## config.mk

```make
export PLATFORM = sky130hd
export DESIGN_NAME = bp_packet_demod
export DESIGN_NICKNAME = d
export VERILOG_FILES = /design/src/rtl/bp_demod_pkg.sv /design/src/rtl/bp_glitch_filter.sv /design/src/rtl/bp_bit_slicer.sv /design/src/rtl/bp_byte_framer.sv /design/src/rtl/bp_packet_asm.sv /design/src/rtl/bp_packet_demod.sv
export SDC_FILE = /design/constraint.sdc
export NUM_CORES = 1
export LEC_CHECK = 0
export ABC_AREA = 1
export BUFFER_PORTS_ARGS = -buffer_cell sky130_fd_sc_hd__buf_4
export CAP_MARGIN = 20
export CORE_MARGIN = 5
export CORE_UTILIZATION = 45
export CTS_CLUSTER_SIZE = 8
export DETAILED_ROUTE_END_ITERATION = 10
export GPL_TIMING_DRIVEN = 0
export PLACE_DENSITY = 0.66
export SYNTH_ARGS = -nofsm -noshare
export SYNTH_HDL_FRONTEND = slang
export SYNTH_HIERARCHICAL = 1
export SYNTH_SLANG_ARGS = --single-unit
```

## constraint.sdc

```tcl
create_clock -name clk -period 1.5 [get_ports clk]
set_clock_uncertainty 0.05 [all_clocks]
set_input_delay 0.15 -clock clk [delete_from_list [all_inputs] [get_ports clk]]
set_output_delay 0.15 -clock clk [all_outputs]
set_load 0.005 [all_outputs]
```

## src/rtl/bp_demod_pkg.sv

```systemverilog
package bp_demod_pkg;

  localparam int unsigned LEN_W = 5;

  typedef enum logic [1:0] {FR_HUNT, FR_BODY, FR_GAP} fr_state_t;
  typedef enum logic [1:0] {PA_IDLE, PA_MSG, PA_SUM} pa_state_t;

  // Message length implied by a header value (1..27 bytes).
  function automatic logic [LEN_W-1:0] msg_len(input logic [7:0] h);
    logic [7:0] t;
    if (h < 8'h20) begin
      return 5'd1;
    end else if (h < 8'h80) begin
      t = h - 8'h20;
      return 5'd2 + {1'b0, t[7:4]};
    end else if (h < 8'hE0) begin
      t = h - 8'h80;
      return 5'd8 + t[7:3];
    end else begin
      t = h - 8'hE0;
      return 5'd20 + t[6:2];
    end
  endfunction

endpackage

```

## src/rtl/bp_glitch_filter.sv

```systemverilog
module bp_glitch_filter #(
  parameter int HOLD_CYC = 7500
) (
  input  logic clk,
  input  logic rst,
  input  logic line_i,
  output logic edge_o
);
  localparam int CW = $clog2(HOLD_CYC + 1);

  logic          s1, s2, lvl;
  logic [CW-1:0] cnt;

  always_ff @(posedge clk) begin
    if (rst) begin
      s1     <= 1'b0;
      s2     <= 1'b0;
      lvl    <= 1'b0;
      cnt    <= '0;
      edge_o <= 1'b0;
    end else begin
      s1     <= line_i;
      s2     <= s1;
      edge_o <= 1'b0;
      if (s2 == lvl) begin
        cnt <= '0;
      end else if (cnt == CW'(HOLD_CYC - 1)) begin
        lvl    <= s2;
        cnt    <= '0;
        edge_o <= 1'b1;
      end else begin
        cnt <= cnt + 1'b1;
      end
    end
  end

  // The filtered level only ever moves to the value the synchronised line held.
  assert_level_follows_R2: assert property (@(posedge clk) disable iff (rst)
    (!$stable(lvl)) |-> (lvl == $past(s2)));

  // An accepted change needs the line to differ from the level in the prior cycle too.
  assert_no_single_cycle_R2: assert property (@(posedge clk) disable iff (rst)
    (edge_o && HOLD_CYC > 1) |-> ($past(s2) != $past(lvl)));

endmodule

```

## src/rtl/bp_bit_slicer.sv

```systemverilog
module bp_bit_slicer #(
  parameter int HALF_CYC = 12500
) (
  input  logic clk,
  input  logic rst,
  input  logic edge_i,
  output logic bit_v,
  output logic bit_d,
  output logic abort
);
  localparam int SHORT_MIN = HALF_CYC - HALF_CYC / 4;
  localparam int SHORT_MAX = HALF_CYC + HALF_CYC / 4;
  localparam int LONG_MIN  = 2 * HALF_CYC - HALF_CYC / 2;
  localparam int LONG_MAX  = 2 * HALF_CYC + HALF_CYC / 2;
  localparam int IW        = $clog2(LONG_MAX + 2);

  logic [IW-1:0] iv;
  logic          synced, pend;
  logic          is_short, is_long, silent;

  always_comb begin
    is_short = (iv >= IW'(SHORT_MIN)) && (iv <= IW'(SHORT_MAX));
    is_long  = (iv >= IW'(LONG_MIN))  && (iv <= IW'(LONG_MAX));
    silent   = (iv > IW'(LONG_MAX));
  end

  always_ff @(posedge clk) begin
    if (rst) begin
      iv     <= '0;
      synced <= 1'b0;
      pend   <= 1'b0;
      bit_v  <= 1'b0;
      bit_d  <= 1'b0;
      abort  <= 1'b0;
    end else begin
      bit_v <= 1'b0;
      abort <= 1'b0;
      if (!silent) iv <= iv + 1'b1;
      if (edge_i) begin
        iv <= IW'(1);
        if (!synced) begin
          synced <= 1'b1;
          pend   <= 1'b0;
        end else if (is_short) begin
          if (pend) begin
            bit_v <= 1'b1;
            bit_d <= 1'b1;
            pend  <= 1'b0;
          end else begin
            pend <= 1'b1;
          end
        end else if (is_long && !pend) begin
          bit_v <= 1'b1;
          bit_d <= 1'b0;
        end else begin
          abort  <= 1'b1;
          synced <= 1'b0;
          pend   <= 1'b0;
        end
      end else if (synced && silent) begin
        abort  <= 1'b1;
        synced <= 1'b0;
        pend   <= 1'b0;
      end
    end
  end

  assert_bit_needs_edge_R3: assert property (@(posedge clk) disable iff (rst)
    bit_v |-> $past(edge_i));

  assert_one_needs_pair_R3: assert property (@(posedge clk) disable iff (rst)
    (bit_v && bit_d) |-> $past(pend));

  assert_bit_abort_excl_R3: assert property (@(posedge clk) disable iff (rst)
    !(bit_v && abort));

  assert_silence_abort_R4: assert property (@(posedge clk) disable iff (rst)
    (abort && !$past(edge_i)) |-> ($past(iv) == IW'(LONG_MAX + 1)));

endmodule

```

## src/rtl/bp_byte_framer.sv

```systemverilog
module bp_byte_framer
  import bp_demod_pkg::*;
#(
  parameter int PRE_MIN = 11,
  parameter int PRE_MAX = 25
) (
  input  logic       clk,
  input  logic       rst,
  input  logic       bit_v,
  input  logic       bit_d,
  input  logic       abort,
  output logic       byte_v,
  output logic [7:0] byte_d,
  output logic       byte_first,
  output logic       par_err,
  output logic       stop_err
);
  localparam int PW = $clog2(PRE_MAX + 1);

  fr_state_t     st;
  logic [PW-1:0] pre_cnt;
  logic [3:0]    bcnt;
  logic [7:0]    sh;
  logic          par, first_pend;

  always_ff @(posedge clk) begin
    if (rst) begin
      st         <= FR_HUNT;
      pre_cnt    <= '0;
      bcnt       <= '0;
      sh         <= '0;
      par        <= 1'b0;
      first_pend <= 1'b0;
      byte_v     <= 1'b0;
      byte_d     <= '0;
      byte_first <= 1'b0;
      par_err    <= 1'b0;
      stop_err   <= 1'b0;
    end else begin
      byte_v   <= 1'b0;
      par_err  <= 1'b0;
      stop_err <= 1'b0;
      if (abort) begin
        st      <= FR_HUNT;
        pre_cnt <= '0;
      end else if (bit_v) begin
        case (st)
          FR_HUNT: begin
            if (bit_d) begin
              pre_cnt <= (pre_cnt < PW'(PRE_MAX)) ? pre_cnt + 1'b1 : '0;
            end else begin
              if (pre_cnt >= PW'(PRE_MIN)) begin
                st         <= FR_BODY;
                bcnt       <= '0;
                first_pend <= 1'b1;
              end
              pre_cnt <= '0;
            end
          end
          FR_BODY: begin
            if (bcnt < 4'd8) begin
              sh[bcnt[2:0]] <= bit_d;
              bcnt          <= bcnt + 1'b1;
            end else if (bcnt == 4'd8) begin
              par  <= bit_d;
              bcnt <= bcnt + 1'b1;
            end else begin
              if (^{sh, par} == 1'b0) begin
                par_err <= 1'b1;
                st      <= FR_HUNT;
              end else if (!bit_d) begin
                stop_err <= 1'b1;
                st       <= FR_HUNT;
              end else begin
                byte_v     <= 1'b1;
                byte_d     <= sh;
                byte_first <= first_pend;
                first_pend <= 1'b0;
                st         <= FR_GAP;
              end
            end
          end
          FR_GAP: begin
            if (!bit_d) begin
              st   <= FR_BODY;
              bcnt <= '0;
            end else begin
              st      <= FR_HUNT;
              pre_cnt <= PW'(1);
            end
          end
          default: st <= FR_HUNT;
        endcase
      end
    end
  end

  assert_outcome_from_body_R6: assert property (@(posedge clk) disable iff (rst)
    (byte_v || par_err || stop_err) |-> ($past(bit_v) && $past(st) == FR_BODY));

  assert_single_outcome_R6: assert property (@(posedge clk) disable iff (rst)
    $onehot0({byte_v, par_err, stop_err}));

  assert_run_bounded_R5: assert property (@(posedge clk) disable iff (rst)
    pre_cnt <= PW'(PRE_MAX));

endmodule

```

## src/rtl/bp_packet_asm.sv

```systemverilog
module bp_packet_asm
  import bp_demod_pkg::*;
(
  input  logic       clk,
  input  logic       rst,
  input  logic       byte_v,
  input  logic [7:0] byte_d,
  input  logic       byte_first,
  input  logic       drop,
  output logic       hdr_v,
  output logic [7:0] hdr_d,
  output logic       msg_v,
  output logic [7:0] msg_d,
  output logic       pkt_ok,
  output logic       sum_err
);
  pa_state_t        st;
  logic [LEN_W-1:0] rem;
  logic [7:0]       acc;

  always_ff @(posedge clk) begin
    if (rst) begin
      st      <= PA_IDLE;
      rem     <= '0;
      acc     <= '0;
      hdr_v   <= 1'b0;
      hdr_d   <= '0;
      msg_v   <= 1'b0;
      msg_d   <= '0;
      pkt_ok  <= 1'b0;
      sum_err <= 1'b0;
    end else begin
      hdr_v   <= 1'b0;
      msg_v   <= 1'b0;
      pkt_ok  <= 1'b0;
      sum_err <= 1'b0;
      if (drop) begin
        st <= PA_IDLE;
      end else if (byte_v) begin
        if (byte_first) begin
          hdr_v <= 1'b1;
          hdr_d <= byte_d;
          acc   <= byte_d;
          rem   <= msg_len(byte_d);
          st    <= PA_MSG;
        end else begin
          case (st)
            PA_MSG: begin
              msg_v <= 1'b1;
              msg_d <= byte_d;
              acc   <= acc ^ byte_d;
              rem   <= rem - 1'b1;
              if (rem == LEN_W'(1)) st <= PA_SUM;
            end
            PA_SUM: begin
              if (byte_d == acc) pkt_ok <= 1'b1;
              else               sum_err <= 1'b1;
              st <= PA_IDLE;
            end
            default: st <= PA_IDLE;
          endcase
        end
      end
    end
  end

  assert_hdr_from_first_R7: assert property (@(posedge clk) disable iff (rst)
    hdr_v |-> $past(byte_v && byte_first));

  assert_rem_nonzero_R8: assert property (@(posedge clk) disable iff (rst)
    (st == PA_MSG) |-> (rem != '0));

  assert_msg_in_body_R9: assert property (@(posedge clk) disable iff (rst)
    msg_v |-> ($past(st) == PA_MSG));

  assert_verdict_on_sum_R10: assert property (@(posedge clk) disable iff (rst)
    (pkt_ok || sum_err) |-> ($past(st) == PA_SUM && $past(byte_v)));

endmodule

```

## src/rtl/bp_packet_demod.sv

```systemverilog
module bp_packet_demod #(
  parameter int HALF_CYC = 12500,
  parameter int HOLD_CYC = 7500,
  parameter int PRE_MIN  = 11,
  parameter int PRE_MAX  = 25
) (
  input  logic       clk,
  input  logic       rst,
  input  logic       line_i,
  output logic       hdr_valid,
  output logic [7:0] hdr_byte,
  output logic       msg_valid,
  output logic [7:0] msg_byte,
  output logic       pkt_ok,
  output logic       parity_err,
  output logic       stop_err,
  output logic       sum_err
);
  logic       edge_w, bit_v, bit_d, abort;
  logic       byte_v, byte_first, par_e, stop_e;
  logic [7:0] byte_d;

  bp_glitch_filter #(.HOLD_CYC(HOLD_CYC)) u_filt (
    .clk(clk), .rst(rst), .line_i(line_i), .edge_o(edge_w)
  );

  bp_bit_slicer #(.HALF_CYC(HALF_CYC)) u_slice (
    .clk(clk), .rst(rst), .edge_i(edge_w),
    .bit_v(bit_v), .bit_d(bit_d), .abort(abort)
  );

  bp_byte_framer #(.PRE_MIN(PRE_MIN), .PRE_MAX(PRE_MAX)) u_frame (
    .clk(clk), .rst(rst), .bit_v(bit_v), .bit_d(bit_d), .abort(abort),
    .byte_v(byte_v), .byte_d(byte_d), .byte_first(byte_first),
    .par_err(par_e), .stop_err(stop_e)
  );

  bp_packet_asm u_asm (
    .clk(clk), .rst(rst), .byte_v(byte_v), .byte_d(byte_d),
    .byte_first(byte_first), .drop(abort | par_e | stop_e),
    .hdr_v(hdr_valid), .hdr_d(hdr_byte), .msg_v(msg_valid), .msg_d(msg_byte),
    .pkt_ok(pkt_ok), .sum_err(sum_err)
  );

  assign parity_err = par_e;
  assign stop_err   = stop_e;

endmodule

```

==> results of run 1 <==
[layout by cell type, fill, tap and decap left out, types with 11 or more instances in the layout]
cell / Yosys / final
sky130_fd_sc_hd__nor2_2: 6 / 22
sky130_fd_sc_hd__dfxtp_1: 105 / 67
sky130_fd_sc_hd__nor2_4: 6 / 23
sky130_fd_sc_hd__nand2_1: 211 / 178
sky130_fd_sc_hd__inv_1: 98 / 78
sky130_fd_sc_hd__nand3_1: 42 / 30
sky130_fd_sc_hd__dfxtp_4: 0 / 21
sky130_fd_sc_hd__o21ai_2: 0 / 11
sky130_fd_sc_hd__xnor2_1: 16 / 15
sky130_fd_sc_hd__a21oi_2: 3 / 15
sky130_fd_sc_hd__buf_6: 6 / 18
sky130_fd_sc_hd__xor2_1: 12 / 12
sky130_fd_sc_hd__nor2_1: 135 / 102
sky130_fd_sc_hd__nand4_1: 15 / 15
sky130_fd_sc_hd__nand3_2: 6 / 11
sky130_fd_sc_hd__inv_2: 13 / 19
sky130_fd_sc_hd__a21oi_1: 53 / 39
sky130_fd_sc_hd__buf_4: 2 / 76
sky130_fd_sc_hd__o21ai_0: 54 / 32
sky130_fd_sc_hd__dfxtp_2: 0 / 17
sky130_fd_sc_hd__nand2_2: 10 / 36
[metal layers]
metal	global-route usage [%]	vias up	wire (um)
met5	0	-	0
met4	7.89	0	409
met3	2.79	36	707
met2	30.3	142	7240
met1	24.8	2613	6580
li1	-	2933	-
[worst max-delay path, cell delays in order (launching register included)]
cell and delay, ps:
sky130_fd_sc_hd__dfxtp_2 350, sky130_fd_sc_hd__inv_2 60, sky130_fd_sc_hd__ha_4 150, sky130_fd_sc_hd__a21oi_2 110, sky130_fd_sc_hd__inv_1 70, sky130_fd_sc_hd__nor2_2 110
sky130_fd_sc_hd__inv_2 60, sky130_fd_sc_hd__nor2_4 210, sky130_fd_sc_hd__nand2_8 130, sky130_fd_sc_hd__inv_8 100, sky130_fd_sc_hd__nor2_1 40, sky130_fd_sc_hd__nor2_1 100
[worst paths after layout]
kind,start,endpoint,depth (start not counted)
max,u_frame/bcnt[1]$_SDFFE_PP0P_,u_frame/byte_d[2]$_SDFFE_PP0P_,11
min,rst,u_filt/s1$_SDFF_PP0_,2
max reg2reg,u_frame/bcnt[1]$_SDFFE_PP0P_,u_frame/byte_d[2]$_SDFFE_PP0P_,11
min reg2reg,u_filt/s1$_SDFF_PP0_,u_filt/s2$_SDFF_PP0_,2
[power by group through the flow]
stage	sequential, mW	combinational [mW]	clock, mW
2_1_floorplan	2.87	0.0718	0
3_3_place_gp	2.87	0.108	0
3_5_place_dp	2.87	0.109	0
4_1_cts	2.79	0.117	2.41
5_1_grt	2.78	0.192	2.53
6_report	2.78	0.174	2.33
[registers in the layout (all words and copies together), names as in the netlist, 2 cells and up]
signal	count
u_frame/pre_cnt	5
u_frame/st	2
u_asm/acc	8
u_filt/cnt	13
u_asm/hdr_d	8
u_asm/msg_d	8
u_frame/sh	8
u_asm/st	2
u_asm/rem	5
u_slice/iv	15
u_frame/byte_d	8
u_frame/bcnt	4
[cell type report]
| cell class | instances | area, um^2 | share of cell area [%] |
|---|---|---|---|
| flip-flops and latches | 105 | 2200 | 28.0 |
| clock buffers | 11 | 253 | 3.22 |
| repair buffers | 90 | 723 | 9.21 |
| multi-input cells | 621 | 3780 | 48.2 |
| plain buffers | 14 | 125 | 1.59 |
| inverters | 115 | 499 | 6.36 |
| clock inverters | 5 | 42.5 | 0.542 |
| repair inverters | 1 | 8.76 | 0.112 |
| well taps | 172 | 215 | 2.74 |
[metrics by stage]
step           util [%]  std cells  setup TNS (ps)  setup slack, ps
2_1_floorplan         -        856               0             5.16
3_3_place_gp       49.0       1052           -5090             -252
3_5_place_dp       49.0       1052           -5070             -232
4_1_cts            55.7       1100            -547            -75.4
5_1_grt            62.5       1134           -5910             -199
6_report           62.5       1134           -1730             -120
[timing repair]
| item | in CTS | in global routing |
|---|---|---|
| buffers inserted | 30 | 32 |
| cloned | 3 | 2 |
| hold buffers | 1 | 0 |
| hold endpoints to repair | 1 | 0 |
| setup endpoints to repair | 60 | 76 |
| resized for setup | 116 | 190 |
| pin swaps | 22 | 54 |
[cell usage after synthesis (6+ instances only)]
cell / count / share of area (%)
sky130_fd_sc_hd__nand2_1: 211 / 14
sky130_fd_sc_hd__nor2_1: 135 / 8.8
sky130_fd_sc_hd__dfxtp_1: 105 / 37
sky130_fd_sc_hd__inv_1: 98 / 6.4
sky130_fd_sc_hd__o21ai_0: 54 / 4.7
sky130_fd_sc_hd__a21oi_1: 53 / 4.6
sky130_fd_sc_hd__nand3_1: 42 / 3.7
sky130_fd_sc_hd__xnor2_1: 16 / 2.4
sky130_fd_sc_hd__ha_1: 15 / 3.3
sky130_fd_sc_hd__nand4_1: 15 / 1.6
sky130_fd_sc_hd__nor3_1: 15 / 1.3
sky130_fd_sc_hd__inv_2: 13 / 0.85
sky130_fd_sc_hd__xor2_1: 12 / 1.8
sky130_fd_sc_hd__nand2_2: 10 / 1.1
sky130_fd_sc_hd__buf_6: 6 / 1.2
sky130_fd_sc_hd__nand3_2: 6 / 1.0
sky130_fd_sc_hd__nor2_2: 6 / 0.65
sky130_fd_sc_hd__nor2_4: 6 / 1.2
[logic make-up (layout without fill, tap and decap cells)]
| group | count (synthesis) | in the layout |
|---|---|---|
| and+or+nand+nor | 455 | 456 |
| buffers and inverters | 131 | 236 |
| AOI/OAI and AO/OA | 122 | 122 |
| DFF | 105 | 105 |
| adders and majority gates | 15 | 15 |
| xor gates and xnor gates | 28 | 28 |
==> flow_metrics.tcl, run 1 <==
set metrics [dict create \
    placed_area_mm2 0.00615 \
    final_design_area_no_fill_mm2 0.00785 \
    grt_pass1_wl_um 23000 \
    start_util_pct 45.8 \
    critical_path_peak_fanout 6 \
    cp-start-kind "flip-flop" \
    crit_required_ps 1740 \
    end_kind "flip-flop" \
    antenna-diode-count 0 \
    synth.lib_cells_used.distinct 42 \
    clk-insertion-delay-late_ps 350 \
    grt-ovfl-total 0 \
    fmaxAchievable_ghz 0.617 \
    drv.max_cap_violation_count 0 \
    num_vias 5724 \
    clock_tree_from_tritoncts "done" \
    io_buffers 24 \
    synthSimpleGateAreaFrac_pct 34.6 \
    power_per_cell_area_mw_per_mm2 673 \
    post_synthesis_adder_cell_area_fraction_pct 3.26 \
    cellLeakagePower_nw 3.22 \
    chipHeight_um 123 \
    max-vdd-ir-drop_mv 0.552 \
    grt_start_max_net_pins 19 \
    proportion_of_power_drawn_by_flip_flops_and_latches_pct 52.7 \
    worst-r2r-setup-slack_ps -120 \
    hpwl_um 9290 \
    avgViaCountPerCell 5.05 \
    cts_htree_levels 3 \
    run_status "complete, but fails checks" \
    total_power_mw 5.28 \
    cts-buffers-inserted 9 \
    drt_pass1_iterations 4 \
    endpoints_failing_setup 33 \
    fp.dieW_um 123 \
    syn2layout_area_growth_pct 36.5 \
    p_switching_mw 1.21 \
    pin_count 25 \
    synth_xor_area_share_pct 4.26 \
    yosysSeqAreaShare_pct 36.5 \
    max-clock-path-buffers 2 \
    number_of_enable_flip_flop_cells_after_synthesis 0 \
    place_congestion 0.924 \
    num_rows 41 \
    synth-compound-area-share_pct 11.7 \
    core-area_mm2 0.0126 \
    initial_antenna_violation_count 0 \
    tritoncts_num_sinks 105 \
    switching_part_of_the_total_pct 23.0 \
    drtAntennaViolNets 0 \
    violations_in_the_final_reports "negative setup slack" \
    clock_tree.root_cell "sky130_fd_sc_hd__clkbuf_16" \
    worst_margin_slew_ps 496 \
    criticalPathCategory "reg2reg" \
    global_route.usage.total_pct 18.7 \
    unrepaired_setup_endpoints_after_global_routing "yes" \
    min_period_ps 1620 \
    avgRoutedWirePerCell_um 13.2 \
    synth.cell_area_mm2 0.00576 \
    post_synth.cell_area_avg_um2 6.72 \
    layout_worst_path_cycle_share_pct 108 \
    number_of_global_route_vias_before_repair 5061 \
    power.share.combinational_pct 3.3 \
    ys_seq_elements 105 \
    design.die.area_mm2 0.0152 \
    hold_ws_ps 103 \
    finalHoldViolCount 0 \
    n_fill_cell 1085 \
    synthFlopType "sky130_fd_sc_hd__dfxtp_1" \
    drt-initial-drc-count 309 \
    timing.final.max_slew_violations 0 \
    ys_async_sr_fraction_pct 0 \
    critPathArrivalTime_ps 1860 \
    synth_top_family_by_area "simple AND/OR/NAND/NOR gates" \
    p_int_mw 4.07 \
    p_clk_share_pct 44.0 \
    yosysWarnings 6 \
    layout.nets 975 \
    cts.reportedPaths.clkPinSlew_ps 70 \
    postLayoutSetupSlackWorst_ps -120 \
    portion_of_netlist_area_occupied_by_mux_cells_pct 0 \
    drt_wl_total_um 14900 \
    syn-num-nets 874 \
    worstHoldPathType "in2reg" \
    worst_slew_margin_rel_pct 66.9 \
    layout-drive-gt1-share_pct 36.7 \
    detail_route.drc_violations 0 \
    syn-instance-count 856 \
]
Power figures use the tool's default switching activity.
==> inputs of run 2 (changes only) <==
- PLACE_DENSITY: 0.66 -> not set
- clock period: 1.5 -> 1.4 ns (I/O delays scaled with it)
==> flow_metrics.tcl, run 2 (synthesized netlist as in run 1, its figures left out) <==
set metrics [dict create \
    run_status "complete, but fails checks" \
    violations_in_the_final_reports "negative setup slack" \
    drv.max_cap_violation_count 0 \
    worstHoldPathType "in2reg" \
    clock_tree_from_tritoncts "done" \
    hold_depth 2 \
    layout.nets 993 \
    fp.dieW_um 123 \
    chipHeight_um 123 \
    max-vdd-ir-drop_mv 0.751 \
    detail_route.drc_violations 0 \
    criticalPathCategory "reg2reg" \
    worst_path_max_delay_cell "sky130_fd_sc_hd__dfxtp_4" \
    power_per_cell_area_mw_per_mm2 694 \
    avgViaCountPerCell 5.12 \
    clock_tree.root_cell "sky130_fd_sc_hd__clkbuf_16" \
    cellLeakagePower_nw 3.61 \
    timing.final.max_slew_violations 0 \
    grt-ovfl-total 0 \
    drtAntennaViolNets 0 \
    worstRegToRegCells 13 \
    worst_slew_margin_rel_pct 43.4 \
    placed_area_mm2 0.00620 \
    end_kind "flip-flop" \
    place_congestion 0.917 \
    avgRoutedWirePerCell_um 14.1 \
    hpwl_um 9830 \
    final_cell_mix "sky130_fd_sc_hd__nand2_1 (158), sky130_fd_sc_hd__nor2_1 (94), sky130_fd_sc_hd__buf_4 (84)" \
    io_buffers 24 \
    min_period_ps 1610 \
    cts_htree_levels 3 \
    postLayoutSetupSlackWorst_ps -212 \
    global_route.usage.total_pct 20.8 \
    design.die.area_mm2 0.0152 \
    pin_count 25 \
    fmaxAchievable_ghz 0.620 \
    num_rows 41 \
    worst_r2r_start "u_frame/sh[1]$_SDFFE_PP0P_" \
    worst_hold_path_ep "u_slice/synced$_SDFFE_PP0P_" \
    start_util_pct 45.8 \
    final_design_area_no_fill_mm2 0.00859 \
    cpLargestDelayFamily "simple AND/OR/NAND/NOR gates" \
    worst-r2r-setup-slack_ps -210 \
    layout-drive-gt1-share_pct 46.3 \
    layout_worst_path_cycle_share_pct 115 \
    drt-initial-drc-count 303 \
    syn2layout_area_growth_pct 49.2 \
    setup_total_negative_slack_ps -4760 \
    final_common_cell "sky130_fd_sc_hd__nand2_1" \
    num_vias 5895 \
    critPathBufInv 2 \
    grt_pass1_wl_um 25500 \
    number_of_global_route_vias_before_repair 5646 \
    crit_required_ps 1600 \
    grt_start_max_net_pins 19 \
    drt_wl_total_um 16200 \
    largest_register_ffs 15 \
    unrepaired_setup_endpoints_after_global_routing "yes" \
    total_power_mw 5.96 \
    endpoints_failing_setup 55 \
    worstHoldStart "rst" \
    clk-insertion-delay-late_ps 360 \
    path_cells "nor2_1 > nor2_1 > nand2_1 > nand2_1 > nand2_2 > nand2_2 > nand2_2 > nand3_4 > inv_6 > nand2_8 > clkinv_8 > nor2_2 > nor2_1" \
    initial_antenna_violation_count 0 \
    cp-start-kind "flip-flop" \
    top_register "u_slice/iv" \
    drt_pass1_iterations 5 \
    max-clock-path-buffers 2 \
    tritoncts_num_sinks 105 \
    finalHoldViolCount 0 \
    critical_path.max_stage_delay_ps 420 \
    critPathArrivalTime_ps 1810 \
    antenna-diode-count 0 \
    reg.largest.list "u_slice/iv: 15 flops, u_filt/cnt: 13 flops" \
    n_fill_cell 990 \
    cts-buffers-inserted 9 \
    core-area_mm2 0.0126 \
    cts.reportedPaths.clkPinSlew_ps 70 \
    critical_path_peak_fanout 6 \
    worst_r2r_endpoint "u_frame/byte_first$_SDFFE_PP0P_" \
    worst_margin_slew_ps 849 \
]
==> run 2: cell types whose count changed in the layout (fill, tap and decap cells not counted), sizes merged <==
| cell | previous run | this run |
|---|---|---|
| clkinvlp | 3 | 2 |
| buf | 99 | 118 |
| clkbuf | 15 | 13 |
| inv | 114 | 113 |
| bufinv | 0 | 2 |
| clkinv | 4 | 5 |
==> run 2: layout make-up <==
| class | count | area, um^2 | share of cell area, % |
|---|---|---|---|
| sequential | 105 | 2220 | 25.9 |
| timing repair inverter | 1 | 11.3 | 0.131 |
| tap | 172 | 215 | 2.51 |
| clock inverter | 6 | 87.6 | 1.02 |
| timing repair buffer | 111 | 957 | 11.1 |
| buffer | 11 | 93.8 | 1.09 |
| multi-input combinational | 621 | 4220 | 49.2 |
| clock buffer | 10 | 239 | 2.78 |
| inverter | 115 | 538 | 6.26 |
==> run 2: repair_timing <==
item                       in CTS  in global routing
pin swaps                      68                 78
gates cloned                    6                  0
setup buffers                  49                 37
hold buffers                    1                  0
setup endpoints to repair      86                 91
gates resized for setup       231                223
hold endpoints to repair        1                  0
==> run 2: worst reg2reg max path, cell delays in order, from the launching register on <==
cell and delay (ps):
sky130_fd_sc_hd__dfxtp_4 420, sky130_fd_sc_hd__nor2_1 70, sky130_fd_sc_hd__nor2_1 110, sky130_fd_sc_hd__nand2_1 50
sky130_fd_sc_hd__nand2_1 90, sky130_fd_sc_hd__nand2_2 70, sky130_fd_sc_hd__nand2_2 80, sky130_fd_sc_hd__nand2_2 80
sky130_fd_sc_hd__nand3_4 100, sky130_fd_sc_hd__inv_6 60, sky130_fd_sc_hd__nand2_8 120, sky130_fd_sc_hd__clkinv_8 90
sky130_fd_sc_hd__nor2_2 80, sky130_fd_sc_hd__nor2_1 50
==> run 2: worst max path at each step <==
stage | startpoint | endpoint | cells past startpoint
6_report | u_frame/sh[1]$_SDFFE_PP0P_ | u_frame/byte_first$_SDFFE_PP0P_ | 13
4_1_cts | u_frame/bcnt[0]$_SDFFE_PP0P_ | u_frame/byte_d[6]$_SDFFE_PP0P_ | 10
2_1_floorplan | u_frame/bcnt[0]$_SDFFE_PP0P_ | u_frame/byte_d[0]$_SDFFE_PP0P_ | 10
5_1_grt | u_frame/sh[4]$_SDFFE_PP0P_ | u_frame/byte_d[4]$_SDFFE_PP0P_ | 13
3_3_place_gp | u_slice/iv[1]$_SDFFE_PP0P_ | u_slice/abort$_SDFF_PP0_ | 10
3_5_place_dp | u_slice/iv[1]$_SDFFE_PP0P_ | u_slice/abort$_SDFF_PP0_ | 10
==> run 2: through the flow <==
stage | cells | utilization [%] | hold WS (ps) | setup WS, ps
after global placement | 1052 | 49.3 | 298 | -286
final | 1152 | 68.3 | 110 | -212
after CTS | 1123 | 60.9 | 75.9 | -149
after floorplan | 856 | - | 159 | -36.8
after detailed placement | 1052 | 49.3 | 300 | -282
after global routing | 1152 | 68.3 | 116 | -350
==> run 2: layer usage <==
layer,up-vias,wire length [um],GRT usage (%)
li1,2968,-,-
met1,2777,7080,25.4
met2,117,8220,35.5
met3,33,597,5.22
met4,0,339,7.61
met5,-,0,0
==> run 2: power by group <==
part	internal, mW	leakage [nW]	total, mW	switching [mW]
combinational	0.0794	2.57	0.202	0.123
sequential	2.95	0.875	2.97	0.0274
clock	1.62	0.159	2.79	1.17
